**src/rtl/dds_pkg.sv**
```systemverilog
package dds_pkg;

  // pi scaled by 2^30 for the elaboration-time sine evaluation
  localparam longint PI_Q30  = 64'sd3373259426;
  localparam longint ONE_Q30 = 64'sd1073741824;

  // Unsigned sine code for table index k, with 2^aw entries and sw-bit codes.
  // The result truncates toward zero: floor above mid-scale, ceiling of the
  // magnitude below it.
  function automatic logic [31:0] sine_code(longint k, longint aw, longint sw);
    longint n, quarter, q, x, x2, term, s, prod, mag, amp, mid;
    bit     neg;
    n       = longint'(1) << aw;
    quarter = n / 4;
    amp     = (longint'(1) << (sw - 1)) - 1;
    mid     = longint'(1) << (sw - 1);
    k       = k % n;
    neg     = (k > n / 2);
    q       = neg ? k - n / 2 : k;
    if (q > quarter) q = n / 2 - q;
    if (q == 0) begin
      mag = 0;
    end else if (q == quarter) begin
      mag = amp;
    end else begin
      x  = (PI_Q30 * q) / (n / 2);
      x2 = (x * x) >>> 30;
      term = x;
      s    = x;
      for (longint i = 1; i <= 10; i++) begin
        term = -((term * x2) >>> 30) / ((2 * i) * (2 * i + 1));
        s    = s + term;
      end
      prod = amp * s;
      mag  = neg ? (prod + ONE_Q30 - 1) >>> 30 : prod >>> 30;
    end
    return 32'(neg ? mid - mag : mid + mag);
  endfunction

endpackage

```
**src/rtl/dds_tune.sv**
```systemverilog
module dds_tune #(
  parameter int FREQ_W      = 18,
  parameter int SCALE_SHIFT = 4,
  parameter int PHASE_W     = 32,
  parameter int K_FRAC      = 24,
  parameter int CLK_HZ      = 50_000_000
) (
  input  logic               clk,
  input  logic               rst,
  input  logic [FREQ_W-1:0]  freq_hz,
  input  logic               freq_x16,
  output logic [PHASE_W-1:0] step
);
  localparam int FEFF_W = FREQ_W + SCALE_SHIFT;
  localparam int PROD_W = PHASE_W + K_FRAC;
  // steps per hertz in fixed point: round(2^(PHASE_W+K_FRAC) / CLK_HZ)
  localparam logic [63:0] K_WIDE =
    ((64'd1 << PROD_W) + 64'(CLK_HZ / 2)) / 64'(CLK_HZ);
  localparam logic [PROD_W-1:0] K_CONST = K_WIDE[PROD_W-1:0];
  localparam logic [PROD_W-1:0] HALF    = PROD_W'(1) << (K_FRAC - 1);

  logic [FEFF_W-1:0] feff_q;
  logic [PROD_W-1:0] prod;
  logic [PROD_W-1:0] rounded;

  always_comb begin
    prod    = PROD_W'(feff_q) * K_CONST;
    rounded = prod + HALF;
  end

  always_ff @(posedge clk) begin
    if (rst) begin
      feff_q <= '0;
      step   <= '0;
    end else begin
      feff_q <= freq_x16 ? {freq_hz, {SCALE_SHIFT{1'b0}}} : FEFF_W'(freq_hz);
      step   <= PHASE_W'(rounded >> K_FRAC);
    end
  end

  // a zero request two edges back must leave a zero step
  a_r3_zero_freq_zero_step: assert property (@(posedge clk) disable iff (rst)
    $past(freq_hz == '0, 2) |-> step == '0);

endmodule

```
**src/rtl/dds_phase.sv**
```systemverilog
module dds_phase #(
  parameter int PHASE_W = 32,
  parameter int ADDR_W  = 8
) (
  input  logic               clk,
  input  logic               rst,
  input  logic [PHASE_W-1:0] step,
  output logic [ADDR_W-1:0]  addr
);
  logic [PHASE_W-1:0] acc;

  always_ff @(posedge clk) begin
    if (rst) acc <= '0;
    else     acc <= acc + step;
  end

  assign addr = acc[PHASE_W-1 -: ADDR_W];

  // phase starts from zero after reset
  a_r1_reset_clears: assert property (@(posedge clk) disable iff (rst)
    $past(rst) |-> acc == '0);

  // a zero step freezes the phase
  a_r7_zero_step_holds: assert property (@(posedge clk) disable iff (rst)
    (step == '0) |=> $stable(acc));

endmodule

```
**src/rtl/dds_sine_rom.sv**
```systemverilog
module dds_sine_rom #(
  parameter int ADDR_W   = 8,
  parameter int SAMPLE_W = 10
) (
  input  logic                clk,
  input  logic                rst,
  input  logic [ADDR_W-1:0]   addr,
  output logic [SAMPLE_W-1:0] sample
);
  localparam int DEPTH   = 1 << ADDR_W;
  localparam int QUARTER = DEPTH / 4;
  localparam logic [SAMPLE_W-1:0] MID  = SAMPLE_W'(1) << (SAMPLE_W - 1);
  localparam logic [SAMPLE_W-1:0] PEAK = {SAMPLE_W{1'b1}};

  logic [SAMPLE_W-1:0] table_w [DEPTH];

  for (genvar i = 0; i < DEPTH; i++) begin : g_entry
    localparam logic [31:0] CODE =
      dds_pkg::sine_code(longint'(i), longint'(ADDR_W), longint'(SAMPLE_W));
    assign table_w[i] = CODE[SAMPLE_W-1:0];
  end

  always_ff @(posedge clk) begin
    if (rst) sample <= MID;
    else     sample <= table_w[addr];
  end

  // peak and mid codes land one clock after their addresses
  a_r6_peak_code: assert property (@(posedge clk) disable iff (rst)
    (addr == ADDR_W'(QUARTER)) |=> sample == PEAK);
  a_r6_mid_code: assert property (@(posedge clk) disable iff (rst)
    (addr == '0) |=> sample == MID);

endmodule

```
**src/rtl/hz_sine_synth.sv**
```systemverilog
module hz_sine_synth #(
  parameter int FREQ_W      = 18,
  parameter int SCALE_SHIFT = 4,
  parameter int PHASE_W     = 32,
  parameter int ADDR_W      = 8,
  parameter int SAMPLE_W    = 10,
  parameter int K_FRAC      = 24,
  parameter int CLK_HZ      = 50_000_000
) (
  input  logic                clk,
  input  logic                rst,
  input  logic [FREQ_W-1:0]   freq_hz,
  input  logic                freq_x16,
  output logic [SAMPLE_W-1:0] dac_sample,
  output logic                dac_blank_n,
  output logic                dac_sync_n
);
  logic [PHASE_W-1:0] step;
  logic [ADDR_W-1:0]  addr;

  dds_tune #(
    .FREQ_W(FREQ_W), .SCALE_SHIFT(SCALE_SHIFT), .PHASE_W(PHASE_W),
    .K_FRAC(K_FRAC), .CLK_HZ(CLK_HZ)
  ) u_tune (
    .clk(clk), .rst(rst), .freq_hz(freq_hz), .freq_x16(freq_x16), .step(step)
  );

  dds_phase #(.PHASE_W(PHASE_W), .ADDR_W(ADDR_W)) u_phase (
    .clk(clk), .rst(rst), .step(step), .addr(addr)
  );

  dds_sine_rom #(.ADDR_W(ADDR_W), .SAMPLE_W(SAMPLE_W)) u_rom (
    .clk(clk), .rst(rst), .addr(addr), .sample(dac_sample)
  );

  assign dac_blank_n = 1'b1;
  assign dac_sync_n  = 1'b1;

endmodule

```
**config.mk**
```make
export PLATFORM = sky130hd
export DESIGN_NAME = hz_sine_synth
export DESIGN_NICKNAME = d
export VERILOG_FILES = /design/src/rtl/dds_pkg.sv /design/src/rtl/dds_tune.sv /design/src/rtl/dds_phase.sv /design/src/rtl/dds_sine_rom.sv /design/src/rtl/hz_sine_synth.sv
export SDC_FILE = /design/constraint.sdc
export NUM_CORES = 1
export LEC_CHECK = 0
export ABC_AREA = 1
export BUFFER_PORTS_ARGS = -buffer_cell sky130_fd_sc_hd__buf_2
export CAP_MARGIN = 10
export CORE_ASPECT_RATIO = 0.75
export CORE_MARGIN = 2
export CORE_UTILIZATION = 30
export CTS_CLUSTER_SIZE = 24
export DETAILED_ROUTE_END_ITERATION = 6
export HOLD_SLACK_MARGIN = 0.03
export PLACE_DENSITY = 0.46
export SLEW_MARGIN = 30
export SYNTH_ARGS = -nofsm -noshare
export SYNTH_HDL_FRONTEND = slang
export SYNTH_HIERARCHICAL = 1
export SYNTH_SLANG_ARGS = --single-unit
```
**constraint.sdc**
```tcl
create_clock -name clk -period 5.5 [get_ports clk]
set_input_delay 0 -clock clk [delete_from_list [all_inputs] [get_ports clk]]
set_output_delay 0 -clock clk [all_outputs]
set_load 0.02 [all_outputs]
```
### Word level (Yosys, flattened, before mapping)

Memory sizes are Yosys's and may differ from the RTL's. A register that Yosys moved wholly into a read port is not among the register bits.
Index checks and enable logic that the tools add are counted.

| storage, ports and cells | value |
|---|---|
| bits in read-only memories | 2560 |
| word-level logic and storage cells | 14 |
| flip-flop bits (word level) | 86 |
| input bits | 21 |
| memories | 1 |

Memories:

| memory | depth | bits a word | read ports | clocked after memory_dff | write ports | RTL line | source |
|---|---|---|---|---|---|---|---|
| (no name shown) | 256 | 10 | 1 | 1 | 0 | dds_sine_rom.sv:25 | `else sample <= table_w[addr];` |

| operators by class | value |
|---|---|
| reduce and logical (&&, ||, !) cells | 2 |
| $add $sub $neg | 2 |
| multiplexer cells | 1 |
| bitwise operators | 2 |
| multiply operators | 1 |

Operators with widths:

| kind | count |
|---|---|
| adder 53 x 24 -> 54 bit, second input constant | 1 |
| multiplier 22 x 31 -> 53 bit, second input constant | 1 |
| adder 32 bit | 1 |
| 2-to-1 mux 18 bit | 1 |
| NOT 8 -> 9 bit | 1 |
| OR reduction 2 bit | 2 |
| NOT 1 bit | 1 |

### Depth between registers and ports, before layout

| logic depth | value |
|---|---|
| depth after elaboration | 2 |
| mapped depth | 28 |

### Hierarchy

Netlist, hierarchy kept.

Modules (own cells, without submodules):

| module | cells an instance | sequential area each (um^2) | area an instance (um^2) | instances |
|---|---|---|---|---|
| dds_tune | 1797 | 1041.0 | 14401.3 | 1 |
| dds_phase | 581 | 640.6 | 3323.2 | 1 |
| dds_sine_rom | 582 | 200.2 | 2836.5 | 1 |
| hz_sine_synth | 3 | 0.0 | 18.8 | 1 |

### Worst setup path before layout

Ideal clock, no wire load.

| path | value |
|---|---|
| path kind | reg-to-reg |
| from | register u_tune.feff_q[5] |
| to | register u_tune.step[29] |
| setup slack | 107 ps |
| stages on the path, launching flop included | 22 |
| period minus slack after synthesis | 5393 ps |
| buffers on the path | 0 |
| data required time | 5385 ps |
| data arrival time | 5278 ps |
| path through | dfxtp_1 > fa_1 > inv_1 > fa_1 > inv_1 > fa_1 > inv_1 > fa_1 > inv_1 > fa_1 > inv_1 > fa_1 > fa_1 > inv_1 > ha_1 > nand2_1 > nor2_2 > nand2_1 > nor4_1 > nand2_1 > a21oi_1 > nor2_1 |

| on the way | value |
|---|---|
| longest elaborated chain between the ends | 2 |

Ends and longest elaborated chain:

| item | RTL line | source |
|---|---|---|
| start, declared | dds_tune.sv:22 | `logic [FEFF_W-1:0] feff_q;` |
| start signal, assigned | dds_tune.sv:36 | `feff_q <= freq_x16 ? {freq_hz, {SCALE_SHIFT{1'b0}}} : FEFF_W'(freq_hz);` |
| multiplier 22 x 31 -> 53 bit | dds_tune.sv:27 | `prod = PROD_W'(feff_q) * K_CONST;` |
| adder 53 x 24 -> 54 bit | dds_tune.sv:28 | `rounded = prod + HALF;` |
| end signal, assigned | dds_tune.sv:37 | `step <= PHASE_W'(rounded >> K_FRAC);` |
| end, declared | dds_tune.sv:12 | `output logic [PHASE_W-1:0] step` |

Every way passes these cells.
A chain may end at the register's enable or synchronous reset.

### Final worst setup path

| path | value |
|---|---|
| from | register u_tune.feff_q[6] |
| to | register u_tune.step[29] |

The elaborated chain is that of the path after synthesis.

==> out/results.ini <==
[final_layout]
final_area_mm2 = 0.02565
n_antenna_cell = 0
regArea_mm2 = 0.001928
drive_above_1_share_pct = 22.02
multi_input_area_mm2 = 0.01700
num-nets-final = 3844
fillers = 7286
final_util_pct = 37.66
area_delta_synth_final_pct = 24.66

[synth]
synth_top_cell_by_area = fa_1
synth_top_area_share_pct = 24.42
synthTopCellsByCount = 764 x nand2_1, 724 x inv_1, 315 x ha_1
yosysWarningCount = 6
yosysMostFrequentCell = nand2_1
synthTopCellsByArea = fa_1 24%, ha_1 19%, nand2_1 14%
ys.flop_type = dfxtp_1
async_reset_ff_share_pct = 0
avgSynthCellArea_um2 = 6.946
netlist_area_mm2 = 0.02058
ys_ff_latch = 94
synth_cells = 2963
synth_edf_count = 0
yosysSeqAreaShare_pct = 9.144
yosysUniqueCellTypes = 41

[routing]
vias = 19270
drc = 1
postRouteWirelength_um = 75070
wire_per_inst_um = 18.08
drtIter0Drc = 1763
viasPerCell = 4.641
drt_pass1_iterations = 7
ant_nets = 0

[clock_network]
clock_latency_ns = 0.39
ctsLongestPathBuffers = 2
clkSinkCount = 94
numCtsBuffers = 9
cts_max_level = 3
clkSlewWorstSetupHoldPaths_ns = 0.08
clock-root-buffer = clkbuf_16
cts_tree = yes

[timing]
hold_violations = 0
setup_ws_ns = -0.08518
finalSetupViolCount = 15
max-slew-margin-rel_pct = 37.09
maxSlewViolCount = 0
holdWs_ns = 0.1206
fmax_mhz = 179.0
min_period_over_period_pct = 101.5
rsz0062_at_grt = true
min_period_ns = 5.585
worst_pin_slew_ns = 0.9402
skew_ns = 0.02260

[global_routing]
antenna_found_initial = 0
grt_max_degree = 48
grt_usage_pct = 21.69
grt_pass1_vias = 18950
gr-total-overflow = 0
grt_pass1_wl_um = 116000

[critical_path]
start_kind = flip-flop
path_buf_inv = 5
rr_startpoint = u_tune/feff_q[6]$_SDFF_PP0_
cp-end-kind = flip-flop
crit_slowest_cell = fa_1
reg2reg_depth = 20
cp_max_fo = 4
crit_type = reg2reg
path_cells = fa_1 -> inv_2 -> buf_6 -> fa_1 -> inv_2 -> fa_1 -> inv_2 -> fa_1 -> inv_1 -> fa_1 -> fa_1 -> fa_1 -> ha_4 -> nand2_4 -> nor2_4 -> nand2_4 -> nor4_2 -> nand2_1 -> a21oi_1 -> nor2_1
cp.arrival_ns = 5.87
cp-startpoint = u_tune/feff_q[6]$_SDFF_PP0_
required_ns = 5.78
crit_family = adder cells
cp_common_cell = fa_1
regToRegSetupSlack_ns = -0.09
endpoint = u_tune/step[29]$_SDFF_PP0_
r2r-end = u_tune/step[29]$_SDFF_PP0_
max_stage_delay_ns = 0.57
path_depth = 20

[status]
status = finished, violations left
violations = design-rule violations, negative setup slack

[run]
cap_violations = 0

[placement]
place_ws_ns = -0.4062
routabilityCongestion = 0.9536
dpl_cell_area_mm2 = 0.02358
portBuffers = 30
dp_hpwl_um = 64760

[floorplanning]
die_area_mm2 = 0.07073
rows = 83
fp.dieH_um = 230.8
ios = 33
coreArea_mm2 = 0.06813
start_util_pct = 30.21
die_w_um = 306.4

[hold_path]
hold_path_class = in2reg

metrics by stage:
step | setup TNS [ns] | cells
4_1_cts | -0.5199 | 4149
3_5_place_dp | -7.931 | 4110
3_3_place_gp | -7.337 | 4110
6_report | -0.5639 | 4153
2_1_floorplan | 0 | 2965
5_1_grt | -5.054 | 4153
how the worst min path moves through the flow:
| stage | from | to | slack [ns] | depth (start not counted) |
|---|---|---|---|---|
| after global placement | freq_hz[0] | u_tune/feff_q[0]$_SDFF_PP0_ | 0.25 | 3 |
| after global routing | rst | u_phase/acc[2]$_SDFF_PP0_ | 0.11 | 2 |
| after floorplan | rst | u_tune/step[5]$_SDFF_PP0_ | 0.07 | 1 |
| after CTS | freq_x16 | u_tune/feff_q[1]$_SDFF_PP0_ | 0.1 | 3 |
| final | rst | u_phase/acc[0]$_SDFF_PP0_ | 0.12 | 2 |
| after detailed placement | freq_hz[1] | u_tune/feff_q[1]$_SDFF_PP0_ | 0.25 | 3 |
sequential cells by signal, indices dropped and copies added (netlist names):
signal	flops
u_phase/acc	32
u_tune/step	30
u_tune/feff_q	22
u_rom/sample	10
final cells by class:
class	instances	area share (%)
Timing Repair Buffer	328	9.779
Multi-Input combinational cell	2077	66.26
Clock inverter	5	0.2292
Tap cell	892	4.350
Sequential cell	94	7.516
Inverter	747	10.94
Clock buffer	10	0.9315
timing repair:
| action | in CTS | in global routing |
|---|---|---|
| pin swaps | 55 | 74 |
| setup endpoints to repair | 30 | 30 |
| setup buffers | 5 | 4 |
| cloned | 0 | 0 |
| hold buffers | 20 | 0 |
| hold endpoints to repair | 22 | 0 |
| gates resized for setup | 199 | 206 |
cells in the final DEF, fill, tap and decap left out, types with 10 or more instances in the layout:
| master | count |
|---|---|
| nand2_1 | 680 |
| buf_6 | 17 |
| ha_1 | 277 |
| dlygate4sd3_1 | 20 |
| o22ai_1 | 16 |
| nand3_1 | 120 |
| dfxtp_1 | 75 |
| o21ai_0 | 66 |
| nand3_2 | 22 |
| buf_4 | 260 |
| inv_1 | 685 |
| buf_2 | 30 |
| fa_1 | 231 |
| ha_4 | 33 |
| nor2_4 | 24 |
| dfxtp_2 | 10 |
| nor2_1 | 191 |
| nand2_4 | 13 |
| a21oi_2 | 24 |
| nand4_1 | 20 |
| nand2_2 | 94 |
| fa_2 | 20 |
| a21oi_1 | 102 |
| nor2_2 | 34 |
| o21bai_1 | 10 |
| inv_2 | 60 |
layer usage:
layer / global-route usage (%) / vias to the layer above / share of wire (%)
met5: 0 / - / 0
met4: 2.742 / 0 / 0.85
met1: 36.01 / 9079 / 55
met3: 5.471 / 44 / 9.3
met2: 27.48 / 606 / 35
li1: - / 9544 / -
kinds of logic after synthesis:
logic type	count (synthesis)	synth area share (%)
AO/OA/AOI/OAI	266	7.101
XOR/XNOR	3	0.1277
adder cells (fa/ha/maj)	566	43.57
buffers and inverters	794	15.10
flip-flops	94	9.144
other	2	0.03649
AND/OR/NAND/NOR	1238	24.92
Power is not shown: default switching activity piles up to over one toggle a cycle in this logic, so the estimate is an artifact.
